[src/rtl/dlg_pkg.sv]
package dlg_pkg;

  typedef enum logic [2:0] {
    ST_RUN      = 3'd0,
    ST_ROLLBACK = 3'd1,
    ST_RESTART  = 3'd2,
    ST_WATCH    = 3'd3,
    ST_SIMPLEX  = 3'd4,
    ST_HALT     = 3'd5
  } rec_state_t;

  typedef enum logic [1:0] {
    SRC_NONE = 2'd0,
    SRC_DATA = 2'd1,
    SRC_SKEW = 2'd2,
    SRC_EXT  = 2'd3
  } fault_src_t;

endpackage

[src/rtl/dlg_rst_sync.sv]
module dlg_rst_sync (
  input  logic clk,
  input  logic rst_n,
  output logic rst_sync_n
);

  logic meta_q;
  logic sync_q;

  always_ff @(posedge clk or negedge rst_n) begin
    if (!rst_n) begin
      meta_q <= 1'b0;
      sync_q <= 1'b0;
    end else begin
      meta_q <= 1'b1;
      sync_q <= meta_q;
    end
  end

  assign rst_sync_n = sync_q;

endmodule

[src/rtl/dlg_lockstep_cmp.sv]
module dlg_lockstep_cmp #(
  parameter int DATA_W = 32,
  parameter int LANE_W = 8
) (
  input  logic              a_valid,
  input  logic [DATA_W-1:0] a_data,
  input  logic              b_valid,
  input  logic [DATA_W-1:0] b_data,
  output logic              data_mis,
  output logic              skew_mis
);

  localparam int NLANE = (DATA_W + LANE_W - 1) / LANE_W;
  localparam int PAD_W = NLANE * LANE_W;

  logic [PAD_W-1:0] a_pad;
  logic [PAD_W-1:0] b_pad;
  logic [NLANE-1:0] lane_neq;

  assign a_pad = PAD_W'(a_data);
  assign b_pad = PAD_W'(b_data);

  // One inequality term per lane keeps the reduction tree shallow.
  genvar g;
  generate
    for (g = 0; g < NLANE; g++) begin : g_lane
      assign lane_neq[g] = |(a_pad[g*LANE_W +: LANE_W] ^ b_pad[g*LANE_W +: LANE_W]);
    end
  endgenerate

  assign data_mis = a_valid & b_valid & (|lane_neq);
  assign skew_mis = a_valid ^ b_valid;

endmodule

[src/rtl/dlg_fault_gather.sv]
module dlg_fault_gather
  import dlg_pkg::*;
#(
  parameter int NFLAG = 4
) (
  input  logic             clk,
  input  logic             rst_n,
  input  logic             data_mis,
  input  logic             skew_mis,
  input  logic [NFLAG-1:0] ext_flags,
  output logic             cmp_fault_q,
  output logic             ext_fault_q,
  output fault_src_t       src_q,
  output logic [NFLAG-1:0] flags_q
);

  logic       cmp_fault_d;
  logic       ext_fault_d;
  fault_src_t src_d;

  always_comb begin
    ext_fault_d = |ext_flags;
    cmp_fault_d = data_mis | skew_mis;
    if (ext_fault_d)   src_d = SRC_EXT;
    else if (data_mis) src_d = SRC_DATA;
    else if (skew_mis) src_d = SRC_SKEW;
    else               src_d = SRC_NONE;
  end

  always_ff @(posedge clk or negedge rst_n) begin
    if (!rst_n) begin
      cmp_fault_q <= 1'b0;
      ext_fault_q <= 1'b0;
      src_q       <= SRC_NONE;
      flags_q     <= '0;
    end else begin
      cmp_fault_q <= cmp_fault_d;
      ext_fault_q <= ext_fault_d;
      src_q       <= src_d;
      flags_q     <= ext_flags;
    end
  end

  AST_EXT_WINS: assert property (@(posedge clk) disable iff (!rst_n)
    (|ext_flags) |=> (src_q == SRC_EXT && ext_fault_q));
  AST_DATA_SEEN: assert property (@(posedge clk) disable iff (!rst_n)
    (data_mis && !(|ext_flags)) |=> (src_q == SRC_DATA && cmp_fault_q));

endmodule

[src/rtl/dlg_recovery_fsm.sv]
module dlg_recovery_fsm
  import dlg_pkg::*;
#(
  parameter int NFLAG       = 4,
  parameter int WIN_W       = 8,
  parameter int ACK_TIMEOUT = 16
) (
  input  logic             clk,
  input  logic             rst_n,
  input  logic             cmp_fault,
  input  logic             ext_fault,
  input  fault_src_t       src_in,
  input  logic [NFLAG-1:0] flags_in,
  input  logic             degrade_en,
  input  logic [WIN_W-1:0] window_len,
  input  logic             rb_ack,
  input  logic             rs_ack,
  output rec_state_t       state_q,
  output fault_src_t       rec_src_q,
  output logic [NFLAG-1:0] rec_flags_q
);

  localparam int TMR_W = (ACK_TIMEOUT > 1) ? $clog2(ACK_TIMEOUT) : 1;
  localparam logic [TMR_W-1:0] TMR_LAST = TMR_W'(ACK_TIMEOUT - 1);
  localparam logic [WIN_W-1:0] WIN_ONE  = WIN_W'(1);

  rec_state_t       state_d;
  logic [TMR_W-1:0] tmr_q, tmr_d;
  logic [WIN_W-1:0] win_q, win_d;
  logic             rec_en;
  logic             any_fault;

  assign any_fault = cmp_fault | ext_fault;

  always_comb begin
    state_d = state_q;
    tmr_d   = tmr_q;
    win_d   = win_q;
    rec_en  = 1'b0;
    unique case (state_q)
      ST_RUN: begin
        if (any_fault) begin
          state_d = ST_ROLLBACK;
          tmr_d   = '0;
          rec_en  = 1'b1;
        end
      end
      ST_ROLLBACK: begin
        if (rb_ack) begin
          if (window_len == '0) state_d = ST_RUN;
          else begin
            state_d = ST_WATCH;
            win_d   = window_len;
          end
        end else if (tmr_q == TMR_LAST) begin
          state_d = ST_RESTART;
        end else begin
          tmr_d = tmr_q + TMR_W'(1);
        end
      end
      ST_RESTART: begin
        if (rs_ack) begin
          if (window_len == '0) state_d = ST_RUN;
          else begin
            state_d = ST_WATCH;
            win_d   = window_len;
          end
        end
      end
      ST_WATCH: begin
        if (any_fault) begin
          state_d = degrade_en ? ST_SIMPLEX : ST_HALT;
          rec_en  = 1'b1;
        end else if (win_q == WIN_ONE) begin
          state_d = ST_RUN;
        end else begin
          win_d = win_q - WIN_ONE;
        end
      end
      ST_SIMPLEX: begin
        if (ext_fault) begin
          state_d = ST_HALT;
          rec_en  = 1'b1;
        end
      end
      ST_HALT: state_d = ST_HALT;
      default: state_d = ST_HALT;
    endcase
  end

  always_ff @(posedge clk or negedge rst_n) begin
    if (!rst_n) begin
      state_q     <= ST_RUN;
      tmr_q       <= '0;
      win_q       <= '0;
      rec_src_q   <= SRC_NONE;
      rec_flags_q <= '0;
    end else begin
      state_q <= state_d;
      tmr_q   <= tmr_d;
      win_q   <= win_d;
      if (rec_en) begin
        rec_src_q   <= src_in;
        rec_flags_q <= flags_in;
      end
    end
  end

  AST_HALT_STICKY: assert property (@(posedge clk) disable iff (!rst_n)
    (state_q == ST_HALT) |=> (state_q == ST_HALT));
  AST_REPEAT_STOP: assert property (@(posedge clk) disable iff (!rst_n)
    (state_q == ST_WATCH && any_fault && !degrade_en) |=> (state_q == ST_HALT));
  AST_REPEAT_DEGRADE: assert property (@(posedge clk) disable iff (!rst_n)
    (state_q == ST_WATCH && any_fault && degrade_en) |=> (state_q == ST_SIMPLEX));
  AST_SIMPLEX_MASK: assert property (@(posedge clk) disable iff (!rst_n)
    (state_q == ST_SIMPLEX && !ext_fault) |=> (state_q == ST_SIMPLEX && $stable(rec_src_q)));
  AST_RB_HOLD: assert property (@(posedge clk) disable iff (!rst_n)
    (state_q == ST_ROLLBACK && !rb_ack && tmr_q != TMR_LAST) |=> (state_q == ST_ROLLBACK));
  AST_RB_TIMEOUT: assert property (@(posedge clk) disable iff (!rst_n)
    (state_q == ST_ROLLBACK && !rb_ack && tmr_q == TMR_LAST) |=> (state_q == ST_RESTART));
  AST_WATCH_LIVE: assert property (@(posedge clk) disable iff (!rst_n)
    (state_q == ST_WATCH) |-> (win_q != '0));
  AST_RECOVERY_DEAF: assert property (@(posedge clk) disable iff (!rst_n)
    (state_q == ST_ROLLBACK || state_q == ST_RESTART) |=> $stable(rec_src_q));

endmodule

[src/rtl/dual_lockstep_guard.sv]
module dual_lockstep_guard
  import dlg_pkg::*;
#(
  parameter int DATA_W      = 32,
  parameter int LANE_W      = 8,
  parameter int NFLAG       = 4,
  parameter int WIN_W       = 8,
  parameter int ACK_TIMEOUT = 16
) (
  input  logic              clk,
  input  logic              rst_n,
  input  logic              cpu_a_valid,
  input  logic [DATA_W-1:0] cpu_a_data,
  input  logic              cpu_b_valid,
  input  logic [DATA_W-1:0] cpu_b_data,
  input  logic [NFLAG-1:0]  blk_fault,
  input  logic              degrade_en,
  input  logic [WIN_W-1:0]  window_len,
  input  logic              rollback_ack,
  input  logic              restart_ack,
  output logic              rollback_req,
  output logic              restart_req,
  output logic              halt_cpu_a,
  output logic              halt_cpu_b,
  output logic              out_en,
  output logic              simplex_active,
  output logic [2:0]        rec_state,
  output logic [1:0]        fault_src,
  output logic [NFLAG-1:0]  fault_flags
);

  logic             rst_sync_n;
  logic             data_mis;
  logic             skew_mis;
  logic             cmp_fault_q;
  logic             ext_fault_q;
  fault_src_t       src_q;
  logic [NFLAG-1:0] flags_q;
  rec_state_t       state_q;
  fault_src_t       rec_src_q;

  dlg_rst_sync u_rst_sync (
    .clk        (clk),
    .rst_n      (rst_n),
    .rst_sync_n (rst_sync_n)
  );

  dlg_lockstep_cmp #(.DATA_W(DATA_W), .LANE_W(LANE_W)) u_cmp (
    .a_valid  (cpu_a_valid),
    .a_data   (cpu_a_data),
    .b_valid  (cpu_b_valid),
    .b_data   (cpu_b_data),
    .data_mis (data_mis),
    .skew_mis (skew_mis)
  );

  dlg_fault_gather #(.NFLAG(NFLAG)) u_gather (
    .clk         (clk),
    .rst_n       (rst_sync_n),
    .data_mis    (data_mis),
    .skew_mis    (skew_mis),
    .ext_flags   (blk_fault),
    .cmp_fault_q (cmp_fault_q),
    .ext_fault_q (ext_fault_q),
    .src_q       (src_q),
    .flags_q     (flags_q)
  );

  dlg_recovery_fsm #(.NFLAG(NFLAG), .WIN_W(WIN_W), .ACK_TIMEOUT(ACK_TIMEOUT)) u_fsm (
    .clk         (clk),
    .rst_n       (rst_sync_n),
    .cmp_fault   (cmp_fault_q),
    .ext_fault   (ext_fault_q),
    .src_in      (src_q),
    .flags_in    (flags_q),
    .degrade_en  (degrade_en),
    .window_len  (window_len),
    .rb_ack      (rollback_ack),
    .rs_ack      (restart_ack),
    .state_q     (state_q),
    .rec_src_q   (rec_src_q),
    .rec_flags_q (fault_flags)
  );

  assign rollback_req   = (state_q == ST_ROLLBACK);
  assign restart_req    = (state_q == ST_RESTART);
  assign halt_cpu_a     = (state_q == ST_HALT);
  assign halt_cpu_b     = (state_q == ST_HALT) | (state_q == ST_SIMPLEX);
  assign out_en         = (state_q != ST_HALT);
  assign simplex_active = (state_q == ST_SIMPLEX);
  assign rec_state      = state_q;
  assign fault_src      = rec_src_q;

  AST_HALT_OUTS_OFF: assert property (@(posedge clk) disable iff (!rst_sync_n)
    halt_cpu_a |=> (!out_en && halt_cpu_b));

endmodule

[config.mk]
export PLATFORM = sky130hd
export DESIGN_NAME = dual_lockstep_guard
export DESIGN_NICKNAME = d
export VERILOG_FILES = /design/src/rtl/dlg_pkg.sv /design/src/rtl/dlg_rst_sync.sv /design/src/rtl/dlg_lockstep_cmp.sv /design/src/rtl/dlg_fault_gather.sv /design/src/rtl/dlg_recovery_fsm.sv /design/src/rtl/dual_lockstep_guard.sv
export SDC_FILE = /design/constraint.sdc
export NUM_CORES = 1
export LEC_CHECK = 0
export BUFFER_PORTS_ARGS = -buffer_cell sky130_fd_sc_hd__buf_2
export CORE_UTILIZATION = 25
export DETAILED_ROUTE_END_ITERATION = 8
export HOLD_SLACK_MARGIN = 0.05
export PLACE_DENSITY_LB_ADDON = 0.1
export SETUP_SLACK_MARGIN = 0.05
export SYNTH_ARGS = -nofsm -noshare
export SYNTH_HDL_FRONTEND = slang
export SYNTH_SLANG_ARGS = --single-unit
[constraint.sdc]
create_clock -name clk -period 1.1 [get_ports clk]
set_input_delay 0.055 -clock clk [delete_from_list [all_inputs] [get_ports clk]]
set_output_delay 0.055 -clock clk [all_outputs]
set_load 0.01 [all_outputs]
==> flow_summary.yaml, run 1 <==
drt:
  drc_errors: 0
  ant_nets: 0
  wire_per_inst_um: 12.4
  wl_um: 5850
  drtIter0Drc: 67
  viasPerCell: 4.57
  first_pass_iters: 6
  vias: 2155
timing:
  final.setup_skew_ps: 13.6
  fin_crit_ps: 1750
  holdWs_ps: 55.8
  period_share: 1.59
  rsz0062_at_grt: "yes"
  finalHoldViolCount: 0
  fmax_mhz: 570
  setup_viol: 29
  slew_viol_final: 0
  timing.final.ws_setup_ps: -653
hold_path:
  hold_path_startpoint: "window_len[2]"
  hold_depth: 3
  timing.hold.worst_endpoint: "u_fsm.win_q[2]"
  hp-class: "input port to flip-flop"
placed_design:
  dp_hpwl_um: 4070
  io_buffers: 97
  placed_cell_area_um2: 2900
  routabilityCongestion: 0.747
  placed_cells: 436
clock_network:
  cts_tree: "built"
  path_clk_slew_ps: 80
  cts_buffers: 5
  cts_max_level: 2
  cts_buffer_depth: 2
  cts_sinks: 31
  root_buffer: "clkbuf_8"
  clock_latency_ps: 290
grt:
  grt_usage: 0.140
  grt_overflow: 0
  grt_max_degree: 30
  grt_pass1_wl_um: 8450
  grt_pass1_vias: 1916
  antenna_found_initial: 0
die:
  io_pins: 98
  die_h_um: 89.6
  start_util: 0.262
  die_x_um: 89.6
  die_area_um2: 8030
  fp.coreArea_um2: 7330
  num_rows: 31
synthesis:
  synth_flop_cell: "dfrtp_1"
  synth_top_family_by_area: "simple AND/OR/NAND/NOR gates"
  synthTopCellsByCount: "xor2_1, dfrtp_1, nor2_1"
  yosys.area_share.simple: 0.203
  synth_nets: 287
  syn_area_um2: 1920
  synth.area.mux_share: 0.0352
  synth_async_sr_flop_share: 1.00
  synth_edf_count: 0
  synth_most_common_cell: "xor2_1"
  avgSynthCellArea_um2: 9.60
  synth_area_leaders: "dfrtp_1, xor2_1, nor4_1, nor2_1, mux2_2"
  synthAdderAreaFrac: 0.0261
  synth.ff_latch_count: 31
  synth.distinct_cells: 44
  synth_cells: 200
  ys_warn_count: 0
  yosysTopAreaCell: "dfrtp_1"
  ys_seq_area_frac: 0.404
  synth_top_area_share: 0.404
  synth_compound_area_frac: 0.140
  synth_xor_xnor_area_share: 0.151
setup_path:
  crit_type: "flip-flop to flip-flop"
  rr_worst_depth: 7
  reg2reg_from: "u_fsm.state_q[0]"
  timing.rr.end: "u_fsm.win_q[0]"
  regToRegSetupSlack_ps: -650
  cp_max_fo: 6
  cp.arrival_ps: 1920
  startpoint_type: "flip-flop"
  crit_start: "u_fsm.state_q[0]"
  end_kind: "flip-flop"
  required_ps: 1270
finish:
  ff_latch_area_um2: 779
  drive_gt1_frac: 0.601
  antennaDiodeCount: 0
  nets: 459
  fin_util: 0.501
  fillers: 677
  multiInputGateArea_um2: 1320
  stdcell_count: 472
  area_delta_synth_final_pct: 91.3
  final_cell_area_um2: 3670
outcome:
  status: "complete, but fails checks"
  violations: "setup timing"
pwr:
  pwr_density_cell_nw_per_um2: 771
  leakage_nw: 1.81
  vdd_drop_max_mv: 0.445
run:
  cap_violations: 0
cell type report:
cell class | instances | area share
sequential | 31 | 0.212
timing repair buffer | 172 | 0.358
multi-input combinational | 157 | 0.359
tap | 99 | 0.0337
inverter | 5 | 0.00511
clock buffer | 6 | 0.0225
clock inverter | 2 | 0.00954
layout by cell type, fill, tap and decap left out, drive strengths merged, types with 4 or more instances in the layout:
| cell | instances |
|---|---|
| mux2 | 6 |
| dfrtp | 31 |
| ha | 4 |
| a21oi | 13 |
| xor2 | 33 |
| buf | 165 |
| nand2 | 9 |
| o21ai | 16 |
| nor2 | 18 |
| dlygate4sd3 | 5 |
| inv | 5 |
| nor3 | 7 |
| clkbuf | 6 |
| nor4 | 13 |
through the flow:
step	setup slack (ps)	setup TNS, ps	power [W]
after floorplan	-553	-9440	0.00137
after global placement	-667	-11550	0.00164
after detailed placement	-670	-11690	0.00164
after CTS	-664	-12860	0.00286
after global routing	-695	-15440	0.00297
final	-653	-13500	0.00283
sequential cells by signal (all words and copies together), names as in the netlist:
name	flops
u_rst_sync.rst_sync_n	1
u_fsm.win_q	8
u_fsm.rec_src_q	2
u_gather.cmp_fault_q	1
u_fsm.tmr_q	4
u_fsm.rec_flags_q	4
u_gather.ext_fault_q	1
u_rst_sync.meta_q	1
u_gather.flags_q	4
u_fsm.state_q	3
u_gather.src_q	2
power breakdown:
| group | internal [W] | leakage (nW) | switching [W] |
|---|---|---|---|
| Clock | 0.000733 | 0.0612 | 0.000454 |
| Sequential | 0.00117 | 0.377 | 0.0000220 |
| Combinational | 0.000257 | 1.38 | 0.000192 |
repair_timing:
action	4_1_cts	5_1_grt
cloned	2	0
setup endpoints to repair	30	32
hold buffers	5	0
gates resized for setup	44	45
pin swaps	22	19
buffers inserted	7	18
endpoints found under the hold margin	6	0
layer usage:
metal	wire length, µm	up-vias	track usage
met2	3130	108	0.247
met1	2250	969	0.163
met3	372	8	0.0302
met4	93	0	0.0620
met5	0	-	0
li1	-	1070	-
critical path: stages, from the launching register on:
cell and delay [ps]:
dfrtp_2 420, buf_6 130, and3b_2 220, or3_4 340, o211ai_4 130, buf_6 140, nor3_2 30, a211o_1 210
kinds of logic after synthesis:
logic type / after synthesis
AND/OR/NAND/NOR: 70
flip-flops: 31
adder cells (fa/ha/maj): 4
AO/OA/AOI/OAI: 43
XOR/XNOR: 33
other: 1
multiplexers: 6
buffers and inverters: 12
worst max-delay path by stage:
stage | to | slack [ps]
floorplan | u_fsm.win_q[6] | -550
global placement | u_fsm.win_q[4] | -670
detailed placement | u_fsm.win_q[5] | -670
CTS | u_fsm.win_q[3] | -660
global route | u_fsm.win_q[0] | -700
finish | u_fsm.win_q[0] | -650
Power figures use the tool's default switching activity.
==> run 2, diff against run 1 <==
--- a/config.mk
+++ b/config.mk
@@ -6,10 +6,14 @@
 export NUM_CORES = 1
 export LEC_CHECK = 0
 export BUFFER_PORTS_ARGS = -buffer_cell sky130_fd_sc_hd__buf_2
+export CELL_PAD_IN_SITES_DETAIL_PLACEMENT = 0
+export CELL_PAD_IN_SITES_GLOBAL_PLACEMENT = 2
 export CORE_UTILIZATION = 25
 export DETAILED_ROUTE_END_ITERATION = 8
+export GPL_ROUTABILITY_DRIVEN = 0
 export HOLD_SLACK_MARGIN = 0.05
 export PLACE_DENSITY_LB_ADDON = 0.1
+export REMOVE_ABC_BUFFERS = 1
 export SETUP_SLACK_MARGIN = 0.05
 export SYNTH_ARGS = -nofsm -noshare
 export SYNTH_HDL_FRONTEND = slang
==> flow_summary.yaml, run 2 (synthesis results as in run 1) <==
outcome:
  status: "complete, but fails checks"
  violations: "setup timing"
die:
  num_rows: 31
  io_pins: 98
  die_x_um: 89.6
  start_util: 0.262
  die_h_um: 89.6
  fp.coreArea_um2: 7330
  die_area_um2: 8030
setup_path:
  required_ps: 1260
  end_kind: "flip-flop"
  cp.arrival_ps: 2000
  crit_type: "flip-flop to flip-flop"
  cp_max_fo: 6
  startpoint_type: "flip-flop"
  rr_worst_depth: 6
finish:
  fillers: 728
  mostFrequentLayoutCell: "buf_2"
  antennaDiodeCount: 0
  largest_reg_flops: 8
  nets: 460
  drive_gt1_frac: 0.591
  layout_common_cells: "buf_2, buf_4, xor2_1"
  area_delta_synth_final_pct: 83.0
  max_flop_register: "u_fsm.win_q"
clock_network:
  cts_sinks: 31
  clock_latency_ps: 280
  path_clk_slew_ps: 70
  root_buffer: "clkbuf_8"
  cts_buffers: 5
  cts_buffer_depth: 2
  cts_max_level: 2
  cts_tree: "built"
grt:
  grt_overflow: 0
  grt_usage: 0.151
  grt_max_degree: 30
  grt_pass1_vias: 2143
  grt_pass1_wl_um: 9280
  antenna_found_initial: 0
drt:
  wire_per_inst_um: 12.2
  drtIter0Drc: 37
  ant_nets: 0
  viasPerCell: 4.46
  first_pass_iters: 4
  drc_errors: 0
  vias: 2109
  wl_um: 5790
placed_design:
  dp_hpwl_um: 4310
  io_buffers: 97
  place_ws_ps: -771
timing:
  period_share: 1.68
  finalHoldViolCount: 0
  slew_viol_final: 0
  final.setup_skew_ps: 6.00
  fmax_mhz: 541
  timing.final.ws_setup_ps: -747
  setup_viol: 28
  fin_crit_ps: 1850
  rsz0062_at_grt: "yes"
  setup_tns_ps: -12640
pwr:
  leakage_nw: 1.71
  pwr_density_cell_nw_per_um2: 800
  vdd_drop_max_mv: 0.407
hold_path:
  hp-class: "input port to async pin"
run:
  cap_violations: 0
[run 2: cell count changes in the layout (fill, tap and decap cells not counted), moves of 2 or more]
cell,before,now
buf_4,40,50
buf_12,5,1
buf_6,27,24
buf_2,90,93
inv_2,2,0
nor2_1,15,13
bufbuf_16,2,0
buf_8,3,0
[run 2: area by class of cell]
class | instances | area [µm²] | share of cell area
clock buffers | 6 | 82.6 | 0.0235
clock inverters | 2 | 35.0 | 0.00998
inverters | 5 | 21.3 | 0.00606
multi-input cells | 157 | 1290 | 0.367
flip-flops and latches | 31 | 778 | 0.222
well taps | 99 | 124 | 0.0353
repair buffers | 173 | 1180 | 0.336
[run 2: where the power goes]
group / internal (W) / switching (W) / total, W
combinational: 0.000265 / 0.000200 / 0.000464
sequential: 0.00117 / 0.0000223 / 0.00120
clock: 0.000732 / 0.000418 / 0.00115
total: 0.00217 / 0.000640 / 0.00281
[run 2: final timing paths]
path | end | slack (ps) | startpoint
min in group clk | u_gather.cmp_fault_q | 100 | cpu_b_valid
hold / removal | u_rst_sync.rst_sync_n | 80 | rst_n
setup reg to reg | u_fsm.win_q[6] | -750 | u_gather.cmp_fault_q
setup / recovery | u_fsm.win_q[6] | -750 | u_gather.cmp_fault_q
max in group asynchronous | u_fsm.state_q[1] | 540 | u_rst_sync.rst_sync_n
hold reg to reg | u_fsm.rec_flags_q[2] | 250 | u_rst_sync.rst_sync_n
[run 2: timing repair]
item / CTS / global route
endpoints found under the hold margin: 6 / 0
setup buffers: 16 / 7
gates resized for setup: 69 / 20
hold buffers: 5 / 0
setup endpoints to repair: 29 / 34
pin swaps: 17 / 17
[run 2: critical path, stage by stage (launching register included)]
cell and delay, ps:
dfrtp_1 400, or3b_1 370, a311oi_2 370, o211ai_4 190, buf_4 180, o21ai_1 130
o21ai_1 90
[run 2: through the flow]
| step | utilization | hold WS, ps | power [W] | area, µm² | std cells |
|---|---|---|---|---|---|
| global placement | 0.395 | -159 | 0.00164 | 2900 | 442 |
| finish | 0.479 | 84.5 | 0.00281 | 3510 | 473 |
| floorplan | - | -241 | 0.00137 | 1860 | 193 |
| CTS | 0.468 | 78.4 | 0.00284 | 3430 | 469 |
| detailed placement | 0.395 | -157 | 0.00164 | 2900 | 442 |
| global route | 0.479 | 101 | 0.00296 | 3510 | 473 |
[run 2: metal layers]
metal / global-route usage / vias up / wire length (µm)
met2: 0.290 / 69 / 3120
met3: 0.0356 / 4 / 285
met4: 0.0361 / 0 / 53
met1: 0.167 / 972 / 2330
met5: 0 / - / 0
li1: - / 1064 / -
==> run 3, diff against run 2 <==
--- a/config.mk
+++ b/config.mk
@@ -6,8 +6,8 @@
 export NUM_CORES = 1
 export LEC_CHECK = 0
 export BUFFER_PORTS_ARGS = -buffer_cell sky130_fd_sc_hd__buf_2
-export CELL_PAD_IN_SITES_DETAIL_PLACEMENT = 0
-export CELL_PAD_IN_SITES_GLOBAL_PLACEMENT = 2
+export CELL_PAD_IN_SITES_DETAIL_PLACEMENT = 1
+export CELL_PAD_IN_SITES_GLOBAL_PLACEMENT = 1
 export CORE_UTILIZATION = 25
 export DETAILED_ROUTE_END_ITERATION = 8
 export GPL_ROUTABILITY_DRIVEN = 0
==> flow_summary.yaml, run 3 (synthesis results as in run 1) <==
finish:
  antennaDiodeCount: 0
  mostFrequentLayoutCell: "buf_2"
  final_cell_area_um2: 3530
  fin_util: 0.481
  layout_common_cells: "buf_2, buf_4, xor2_1"
  max_flop_register: "u_fsm.win_q"
  nets: 456
  largest_reg_flops: 8
  area_delta_synth_final_pct: 83.7
  fillers: 844
  drive_gt1_frac: 0.584
hold_path:
  hp-class: "input port to async pin"
timing:
  period_share: 1.62
  final.setup_skew_ps: 6.74
  rsz0062_at_grt: "yes"
  finalHoldViolCount: 0
  fmax_mhz: 560
  timing.final.ws_setup_ps: -685
  slew_viol_final: 0
  fin_crit_ps: 1790
  setup_viol: 29
drt:
  drtIter0Drc: 59
  first_pass_iters: 4
  vias: 2146
  wl_um: 6440
  viasPerCell: 4.58
  drc_errors: 0
  ant_nets: 0
  wire_per_inst_um: 13.7
grt:
  grt_usage: 0.163
  grt_max_degree: 30
  grt_overflow: 0
  grt_pass1_vias: 2232
  antenna_found_initial: 0
  grt_pass1_wl_um: 9890
die:
  num_rows: 31
  die_x_um: 89.6
  die_h_um: 89.6
  start_util: 0.262
  io_pins: 98
  die_area_um2: 8030
  fp.coreArea_um2: 7330
setup_path:
  required_ps: 1270
  crit_type: "flip-flop to flip-flop"
  end_kind: "flip-flop"
  cp_max_fo: 4
  rr_worst_depth: 5
  cp.arrival_ps: 1950
  startpoint_type: "flip-flop"
placed_design:
  placed_cell_area_um2: 2850
  dp_hpwl_um: 4690
  place_ws_ps: -727
  io_buffers: 97
clock_network:
  cts_sinks: 31
  cts_buffers: 5
  root_buffer: "clkbuf_8"
  path_clk_slew_ps: 70
  cts_tree: "built"
  cts_max_level: 2
  cts_buffer_depth: 2
  clock_latency_ps: 280
outcome:
  status: "complete, but fails checks"
  violations: "setup timing"
pwr:
  vdd_drop_max_mv: 0.465
  leakage_nw: 1.72
  pwr_density_cell_nw_per_um2: 801
run:
  cap_violations: 0
==> run 3: cell type report <==
type | instances | area, µm² | share of cell area
timing repair buffer | 169 | 1210 | 0.342
inverter | 5 | 21.3 | 0.00603
sequential | 31 | 778 | 0.221
clock buffer | 6 | 82.6 | 0.0234
multi-input combinational | 157 | 1280 | 0.363
tap | 99 | 124 | 0.0351
clock inverter | 2 | 35.0 | 0.00994
==> run 3: final timing paths <==
kind | start | end | slack, ps
max in group asynchronous | u_rst_sync.rst_sync_n | u_fsm.state_q[2] | 540
min in group clk | cpu_a_valid | u_gather.cmp_fault_q | 110
worst max register to register | u_gather.cmp_fault_q | u_fsm.win_q[0] | -690
worst min register to register | u_rst_sync.rst_sync_n | u_fsm.win_q[7] | 250
worst min-delay path | rst_n | u_rst_sync.rst_sync_n | 80
worst max-delay path | u_gather.cmp_fault_q | u_fsm.win_q[0] | -690
==> run 3: repair_timing <==
item | CTS | global route
cloned | 0 | 1
hold endpoints to repair | 6 | 0
pin swaps | 11 | 14
setup endpoints to repair | 30 | 33
buffers inserted | 11 | 9
hold buffers | 5 | 0
resized for setup | 46 | 37
==> run 3: stage by stage <==
step	TNS (ps)	cells	hold slack, ps	total power, W
final	-13030	469	82.2	0.00283
after global routing	-14900	469	73.1	0.00297
after CTS	-11130	461	74.4	0.00287
after detailed placement	-12640	437	-149	0.00164
after global placement	-11930	437	-151	0.00164
after floorplan	-15890	193	-241	0.00137
==> run 3: power by group <==
group          total [W]  internal, W  switching, W
registers        0.00119      0.00117     0.0000198
clock network    0.00117     0.000733      0.000440
logic           0.000460     0.000257      0.000204
total            0.00283      0.00216      0.000663
==> run 3: worst max-delay path, cell delays in order (launching register included) <==
cell and delay (ps):
dfrtp_1 370, or3b_1 400, a311oi_2 300, o211ai_4 160, buf_4 160, a211o_1 280
==> run 3: per-layer routing <==
| layer | up-vias | GRT usage | share of wire |
|---|---|---|---|
| met1 | 1001 | 0.190 | 0.39 |
| met4 | 0 | 0.0404 | 0.016 |
| met3 | 9 | 0.0375 | 0.052 |
| met2 | 79 | 0.300 | 0.54 |
| met5 | - | 0 | 0 |
| li1 | 1057 | - | - |
